`config.mk`:
```
export PLATFORM = sky130hd
export DESIGN_NAME = intw_seq
export DESIGN_NICKNAME = d
export VERILOG_FILES = /design/src/rtl/intw_pkg.sv /design/src/rtl/intw_nmi_latch.sv /design/src/rtl/intw_ien_flag.sv /design/src/rtl/intw_ack_seq.sv /design/src/rtl/intw_seq.sv
export SDC_FILE = /design/constraint.sdc
export NUM_CORES = 1
export LEC_CHECK = 0
export BUFFER_PORTS_ARGS = -buffer_cell sky130_fd_sc_hd__buf_2
export CAP_MARGIN = 10
export CORE_UTILIZATION = 33
export CTS_BUF_LIST = sky130_fd_sc_hd__clkbuf_2 sky130_fd_sc_hd__clkbuf_4 sky130_fd_sc_hd__clkbuf_8
export DETAILED_ROUTE_END_ITERATION = 6
export GPL_ROUTABILITY_DRIVEN = 0
export GPL_TIMING_DRIVEN = 0
export PLACE_DENSITY = 0.55
export SYNTH_ARGS = -nofsm -noshare
export SYNTH_HDL_FRONTEND = slang
export SYNTH_SLANG_ARGS = --single-unit
```
`constraint.sdc`:
```
create_clock -name clk -period 1.5 [get_ports clk]
set_clock_uncertainty 0.2 [all_clocks]
set_input_delay 0.3 -clock clk [delete_from_list [all_inputs] [get_ports clk]]
set_output_delay 0.3 -clock clk [all_outputs]
set_load 0.05 [all_outputs]
```
`src/rtl/intw_pkg.sv`:
```
package intw_pkg;

    typedef enum logic [2:0] {
        PH_IDLE = 3'd0,
        PH_ACK1 = 3'd1,
        PH_GAP  = 3'd2,
        PH_ACK2 = 3'd3,
        PH_VEC  = 3'd4
    } ack_ph_e;

    typedef enum logic {
        MD_RUN  = 1'b0,
        MD_WAIT = 1'b1
    } mode_e;

    typedef struct packed {
        logic prev;
        logic pend;
    } edge_st_s;

    typedef struct packed {
        mode_e mode;
        logic  take;
        logic  kind;
    } dec_st_s;

endpackage

```
`src/rtl/intw_nmi_latch.sv`:
```
module intw_nmi_latch (
    input  logic clk,
    input  logic rst_n,
    input  logic req_i,
    input  logic clear_i,
    output logic pend_o
);
    import intw_pkg::*;

    edge_st_s st_d, st_q;
    logic     rise;

    always_comb begin
        st_d      = st_q;
        rise      = req_i & ~st_q.prev;
        st_d.prev = req_i;
        // a fresh edge in the clearing cycle stays pending
        st_d.pend = (st_q.pend & ~clear_i) | rise;
    end

    always_ff @(posedge clk) begin
        if (!rst_n) begin
            st_q <= '0;
        end else begin
            st_q <= st_d;
        end
    end

    assign pend_o = st_q.pend;

endmodule

```
`src/rtl/intw_ien_flag.sv`:
```
module intw_ien_flag (
    input  logic clk,
    input  logic rst_n,
    input  logic set_i,
    input  logic clr_i,
    input  logic take_i,
    output logic ien_o
);
    logic ien_d, ien_q;

    always_comb begin
        ien_d = ien_q;
        if (take_i || clr_i) begin
            ien_d = 1'b0;
        end else if (set_i) begin
            ien_d = 1'b1;
        end
    end

    always_ff @(posedge clk) begin
        if (!rst_n) begin
            ien_q <= 1'b0;
        end else begin
            ien_q <= ien_d;
        end
    end

    assign ien_o = ien_q;

endmodule

```
`src/rtl/intw_ack_seq.sv`:
```
module intw_ack_seq #(
    parameter int ACK_CYC = 2,
    parameter int GAP_CYC = 2
) (
    input  logic clk,
    input  logic rst_n,
    input  logic start_i,
    output logic busy_o,
    output logic ack_o,
    output logic vec_o
);
    import intw_pkg::*;

    localparam int LONGEST = (ACK_CYC > GAP_CYC) ? ACK_CYC : GAP_CYC;
    localparam int CW      = $clog2(LONGEST + 1);
    localparam logic [CW-1:0] ACK_LAST = CW'(ACK_CYC - 1);
    localparam logic [CW-1:0] GAP_LAST = CW'(GAP_CYC - 1);

    typedef struct packed {
        ack_ph_e         ph;
        logic [CW-1:0]   cnt;
    } seq_st_s;

    seq_st_s st_d, st_q;

    always_comb begin
        st_d = st_q;
        unique case (st_q.ph)
            PH_IDLE: begin
                if (start_i) begin
                    st_d.ph  = PH_ACK1;
                    st_d.cnt = '0;
                end
            end
            PH_ACK1: begin
                if (st_q.cnt == ACK_LAST) begin
                    st_d.ph  = PH_GAP;
                    st_d.cnt = '0;
                end else begin
                    st_d.cnt = st_q.cnt + 1'b1;
                end
            end
            PH_GAP: begin
                if (st_q.cnt == GAP_LAST) begin
                    st_d.ph  = PH_ACK2;
                    st_d.cnt = '0;
                end else begin
                    st_d.cnt = st_q.cnt + 1'b1;
                end
            end
            PH_ACK2: begin
                if (st_q.cnt == ACK_LAST) begin
                    st_d.ph  = PH_VEC;
                    st_d.cnt = '0;
                end else begin
                    st_d.cnt = st_q.cnt + 1'b1;
                end
            end
            PH_VEC: begin
                st_d.ph  = PH_IDLE;
                st_d.cnt = '0;
            end
            default: begin
                st_d.ph  = PH_IDLE;
                st_d.cnt = '0;
            end
        endcase
    end

    always_ff @(posedge clk) begin
        if (!rst_n) begin
            st_q <= '{ph: PH_IDLE, cnt: '0};
        end else begin
            st_q <= st_d;
        end
    end

    assign busy_o = (st_q.ph != PH_IDLE);
    assign ack_o  = (st_q.ph == PH_ACK1) || (st_q.ph == PH_ACK2);
    assign vec_o  = (st_q.ph == PH_VEC);

endmodule

```
`src/rtl/intw_seq.sv`:
```
module intw_seq #(
    parameter int ACK_CYC = 2,
    parameter int GAP_CYC = 2
) (
    input  logic clk,
    input  logic rst_n,
    input  logic mask_req_i,
    input  logic nmask_req_i,
    input  logic ien_set_i,
    input  logic ien_clr_i,
    input  logic bnd_i,
    input  logic wait_op_i,
    input  logic sync_busy_i,
    output logic take_o,
    output logic take_nmi_o,
    output logic ack_pulse_o,
    output logic vec_valid_o,
    output logic stall_o,
    output logic ien_o
);
    import intw_pkg::*;

    dec_st_s st_d, st_q;

    logic nm_pend;
    logic seq_busy;
    logic ien_now;
    logic decide;
    logic take_nm;
    logic take_m;
    logic go_wait;

    intw_nmi_latch u_nm (
        .clk     (clk),
        .rst_n   (rst_n),
        .req_i   (nmask_req_i),
        .clear_i (take_nm),
        .pend_o  (nm_pend)
    );

    intw_ien_flag u_flag (
        .clk    (clk),
        .rst_n  (rst_n),
        .set_i  (ien_set_i),
        .clr_i  (ien_clr_i),
        .take_i (take_nm | take_m),
        .ien_o  (ien_now)
    );

    intw_ack_seq #(
        .ACK_CYC (ACK_CYC),
        .GAP_CYC (GAP_CYC)
    ) u_ack (
        .clk     (clk),
        .rst_n   (rst_n),
        .start_i (take_m),
        .busy_o  (seq_busy),
        .ack_o   (ack_pulse_o),
        .vec_o   (vec_valid_o)
    );

    always_comb begin
        st_d = st_q;
        // a decision point: an accepted boundary, or every cycle of a wait idle
        decide  = ((st_q.mode == MD_RUN) && bnd_i && !seq_busy)
               || (st_q.mode == MD_WAIT);
        take_nm = decide && nm_pend;
        take_m  = decide && !nm_pend && mask_req_i && ien_now;
        go_wait = decide && (st_q.mode == MD_RUN) && !take_nm && !take_m
               && wait_op_i && sync_busy_i;

        st_d.take = take_nm | take_m;
        st_d.kind = take_nm;
        if (go_wait) begin
            st_d.mode = MD_WAIT;
        end else if (st_q.mode == MD_WAIT && (take_nm || take_m || !sync_busy_i)) begin
            st_d.mode = MD_RUN;
        end
    end

    always_ff @(posedge clk) begin
        if (!rst_n) begin
            st_q <= '{mode: MD_RUN, take: 1'b0, kind: 1'b0};
        end else begin
            st_q <= st_d;
        end
    end

    assign take_o     = st_q.take;
    assign take_nmi_o = st_q.take & st_q.kind;
    assign stall_o    = (st_q.mode == MD_WAIT);
    assign ien_o      = ien_now;

endmodule

```
; After elaboration in Yosys (flattened, before gate mapping)
; Cells that the tools add are included.
[word_totals]
regBits = 11
inputBits = 9
output_inout_bits = 6
elab_cells = 62
[op_classes]
add_sub_neg = 1
n_eq_ne = 9
mux = 8
bitwise = 9
n_reduce_logical = 27
[op_table]
columns = operator, count
row1 = $pmux W5 S4, 1
row2 = $logic_and A1 B1 Y1, 12
row3 = $mux W3, 3
row4 = $eq A3 B2 Y1 const B, 2
row5 = $ne A2 B1 Y1 const B, 3
row6 = $logic_not A1 Y1, 5
row7 = $logic_or A1 B1 Y1, 5
row8 = $mux W5, 1
row9 = $not A1 Y1, 4
row10 = $reduce_and A4 Y1, 1
row11 = $and A1 B1 Y1, 3
row12 = $eq A3 B1 Y1 const B, 1
row13 = $eq A3 B3 Y1 const B, 1
row14 = $logic_not A3 Y1, 1
row15 = $reduce_bool A3 Y1, 1
row16 = $add A2 B1 Y2 const B, 1
row17 = $eq A2 B1 Y1 const B, 1
row18 = $mux W1, 2
row19 = $mux W2, 1
row20 = $ne A2 B2 Y1 const B, 1
row21 = $or A1 B1 Y1, 2
row22 = $reduce_bool A2 Y1, 1
row23 = $reduce_or A2 Y1, 1

; Logic depth before layout (Yosys ltp)
[logic_depth]
depth_word = 12
ltp_mapped = 4
depth_no_buf = 3

; Cells and area by module
; Synthesis repeated with hierarchy kept, for this count alone.
[hier_totals]
hier_cells = 52
area_unflattened_um2 = 506.7
[by_module_without_submodules]
columns = module, n_inst, cells_per_inst, area_per_inst_um2, seq_area_each_um2
row1 = intw_ack_seq, 1, 26, 234.0, 100.1
row2 = intw_seq, 1, 17, 156.4, 60.1
row3 = intw_nmi_latch, 1, 6, 77.6, 40.0
row4 = intw_ien_flag, 1, 3, 38.8, 20.0

; Least setup slack after synthesis
; Ideal clock, no wire load.
[synth_path]
kind = register to output
start = reg u_ack.st_q[2] (netlist name)
end = out ack_pulse_o
arrival_time_ns = 1.147
t_required_ns = 1.000
path_slack_ns = -0.147
stages_incl_launch_ff = 3
path_buffers = 1
path_cell_list = dfxtp_1 buf_6 nor2b_1
[synth_via]
elab_chain_cells = 2
elab_cells_between_ends = 3
cone_classes = eq/ne: 2 / reduce/logical: 1
[synth_rtl]
columns = element, line
row1 = start: declaration, intw_ack_seq.sv:24  ; seq_st_s st_d, st_q;
row2 = start signal: assignment, intw_ack_seq.sv:72  ; st_q <= '{ph: PH_IDLE, cnt: '0};
row3 = start signal: assignment, intw_ack_seq.sv:74  ; st_q <= st_d;
row4 = $eq A3 B1 Y1 or $eq A3 B2 Y1 (tied branches), intw_ack_seq.sv:79  ; assign ack_o = (st_q.ph == PH_ACK1) || (st_q.ph == PH_ACK2);
row5 = $logic_or A1 B1 Y1 *, intw_ack_seq.sv:79
row6 = end: declaration, intw_seq.sv:16  ; output logic ack_pulse_o,
; Mark *: on every way between the ends. The rest lies on a longest branch, timed or not.

; Final worst setup path
[layout_path]
start = reg u_ack.st_q[2] (netlist name)
end = out vec_valid_o
[layout_via]
elab_chain_cells = 1
[layout_rtl]
columns = element, line
row1 = $eq A3 B3 Y1, intw_ack_seq.sv:80  ; assign vec_o = (st_q.ph == PH_VEC);
row2 = end: declaration, intw_seq.sv:17  ; output logic vec_valid_o,
; Every way passes these cells.

==> out/qor.yml <==
status: "complete, no violations"
p_leak_nw: 0.3017
htreeDepth: 1
min-delay-start: "nmask_req_i"
cp_num_buf_inv: 1
cts_tree: "yes"
num_rows: 13
crit_path_cell_trace: "nor2_4 -> and2_4 -> buf_8"
die_w_um: 40.06
setup_tns_ns: 0
cpPeakStageDelay_ns: 0.34
vias: 414
synth_adder_area_share_pct: 0
ys_seq_area_share_pct: 46.07
clock_sinks: 11
r2r-start: "u_ack.st_q[0]"
min_to: "u_nm.st_q[1]"
routedWlPerCell_um: 10.34
syn_to_final_growth_pct: 35.08
syn_nets: 60
finalCritPeriodShare_pct: 99.37
worst_setup_path_start_kind: "register"
fmax_mhz: 670.9
io_pins: 15
criticalPathCategory: "register to output pin"
synth.avg_cell_area_um2: 9.372
ys_ff_latch: 11
p_total_uw: 591.1
synth.distinct_cells: 26
cts_hold_buffers: 0
critPathSlowestCell: "dfxtp_2"
ant_nets: 0
crit_family: "flip-flops"
cts_max_path_buffers: 2
dp_hpwl_um: 645.3
port_buffers: 14
netlist_area_um2: 478.0
grt-ovfl-total: 0
min_period_ns: 1.490
fin_ws_ns: 0.009502
hold_violations: 0
wl_um: 889
finalSetupViolCount: 0
synth_top_area_share_pct: 46.07
synth_compound_area_share_pct: 16.75
grt_setup_unrepaired: "true"
numCtsBuffers: 3
maxCapViolations: 0
drc_errors: 0
arrival_ns: 0.99
grt_start_max_net_pins: 8
clk_pin_slew_ns: 0.07
diodes: 0
antenna_found_initial: 0
die_area_um2: 1604
stdcell_count: 86
insertion_delay_ns: 0.26
grt_use_total_pct: 13.64
nets: 81
drv_slew: 0
p_per_area_nw_per_um2: 915.6
r2r_slack_ns: 0.14
netlist_instances: 51
cp.depth: 3
slew_headroom_pct: 74.60
synth_area_leader_cell: "dfxtp_1"
yosysWarnings: 0
vias_per_cell: 4.814
grt_first_pass_wirelength_um: 1400
ys_top_cells_by_area: "dfxtp_1 46%, nor4b_4 5.0%, o21ai_0 4.2%"
core_region_area_um2: 1318
die_height_um: 40.06
hold_class: "input port to register"
cp.required_ns: 1.00
start_util_pct: 36.28
drt_iter0_drc: 3
yosys.area_share.simple_pct: 27.49
firstDrtPassIters: 4
synth_top_family_by_area: "simple AND/OR/NAND/NOR gates"
dp_cells: 80
muxShareOfSynthArea_pct: 2.356
r2r_end: "u_ack.st_q[2]"
end_kind: "output pin"
synth-xor-area-share_pct: 1.832
tightestPinTransition_ns: 0.3775
r2r_cells: 3
whs_path_depth: 3
layout-drive-gt1-share_pct: 45.07
dp_slack_ns: 0.04836
max-vdd-ir-drop_mv: 0.4377
grt_pass1_vias: 352
cts_root_buf: "clkbuf_4"
cp_max_fo: 3
==> worst max path at each step <==
stage                     to     startpoint  slack (ns)
4_1_cts          vec_valid_o  u_ack.st_q[3]       -0.08
6_report         vec_valid_o  u_ack.st_q[2]        0.01
5_1_grt          vec_valid_o  u_ack.st_q[2]       -0.03
3_5_place_dp     vec_valid_o  u_ack.st_q[3]        0.05
2_1_floorplan  u_ack.st_q[2]        stall_o       0.005
3_3_place_gp     vec_valid_o  u_ack.st_q[3]        0.05
==> stage by stage <==
step | util (%) | hold slack [ns] | cell area [um^2]
2_1_floorplan | - | 0.2079 | 483.0
3_3_place_gp | 43.40 | 0.2175 | 571.8
3_5_place_dp | 43.40 | 0.2310 | 571.8
4_1_cts | 49.86 | 0.03428 | 656.9
5_1_grt | 49.00 | 0.03170 | 645.6
6_report | 49.00 | 0.04206 | 645.6
==> layout by cell type, fill, tap and decap left out, types with 2 or more instances in the layout <==
| cell | netlist | routed |
|---|---|---|
| nor2_1 | 4 | 3 |
| inv_1 | 2 | 2 |
| clkbuf_4 | 0 | 4 |
| buf_2 | 0 | 11 |
| a21oi_1 | 2 | 2 |
| nand2_1 | 3 | 3 |
| o211ai_1 | 2 | 2 |
| nor2b_1 | 3 | 2 |
| dfxtp_1 | 11 | 7 |
| o21ai_0 | 4 | 4 |
| buf_4 | 1 | 5 |
| dfxtp_2 | 0 | 4 |
==> state kept, by name (all words and copies together) (netlist names) <==
| signal | cells |
|---|---|
| st_q | 1 |
| stall_o | 1 |
| take_o | 1 |
| u_ack.st_q | 5 |
| u_flag.ien_o | 1 |
| u_nm.pend_o | 1 |
| u_nm.st_q | 1 |
==> power by group <==
part / internal, mW / switching, mW
Sequential: 0.301 / 0.00795
Clock: 0.121 / 0.0995
Combinational: 0.0271 / 0.0345
Total: 0.449 / 0.142
==> worst register-to-register path, cell delays in order (launching register included) <==
cell and delay, ns:
dfxtp_1 0.39, nor2b_1 0.17, mux2_2 0.34, o21a_1 0.16
==> synth_stat cells, drive strengths merged <==
cell,n
mux2,1
o211ai,2
a21oi,2
o21a,1
o21ai,5
and2b,1
nor2b,3
o2111ai,1
inv,2
nand2,3
nand3,1
or2,1
dfxtp,11
buf,2
and3,1
nor2,4
xnor2,1
and2,3
a21o,1
nor4,1
nand3b,1
nor4b,1
nor3,1
o22ai,1
==> final cells by class <==
type,instances,area [um^2]
timing repair buffer,18,118.9
sequential,11,225.2
inverter,2,7.507
clock buffer,4,30.03
multi-input combinational,36,245.2
fill,139,671.9
tap,15,18.77
==> metal layers <==
layer | part of all wire (%) | track usage, % | vias up
li1 | - | - | 217
met2 | 44 | 22.58 | 10
met1 | 50 | 14.81 | 187
met5 | 0 | 0 | -
met4 | 0 | 7.759 | 0
met3 | 6.2 | 5.000 | 0
==> cells by family after synthesis <==
logic type	count (synthesis)
AND/OR/NAND/NOR	21
AO/OA/AOI/OAI	13
flip-flops	11
buffers and inverters	4
XOR/XNOR	1
multiplexers	1
==> repair_timing <==
action                     4_1_cts  5_1_grt
resized for setup               11        3
setup buffers                    3        1
pin swaps                        1        1
setup endpoints to repair        2        4
cloned                           0        0
No activity file was read; power rests on OpenSTA's default activity.
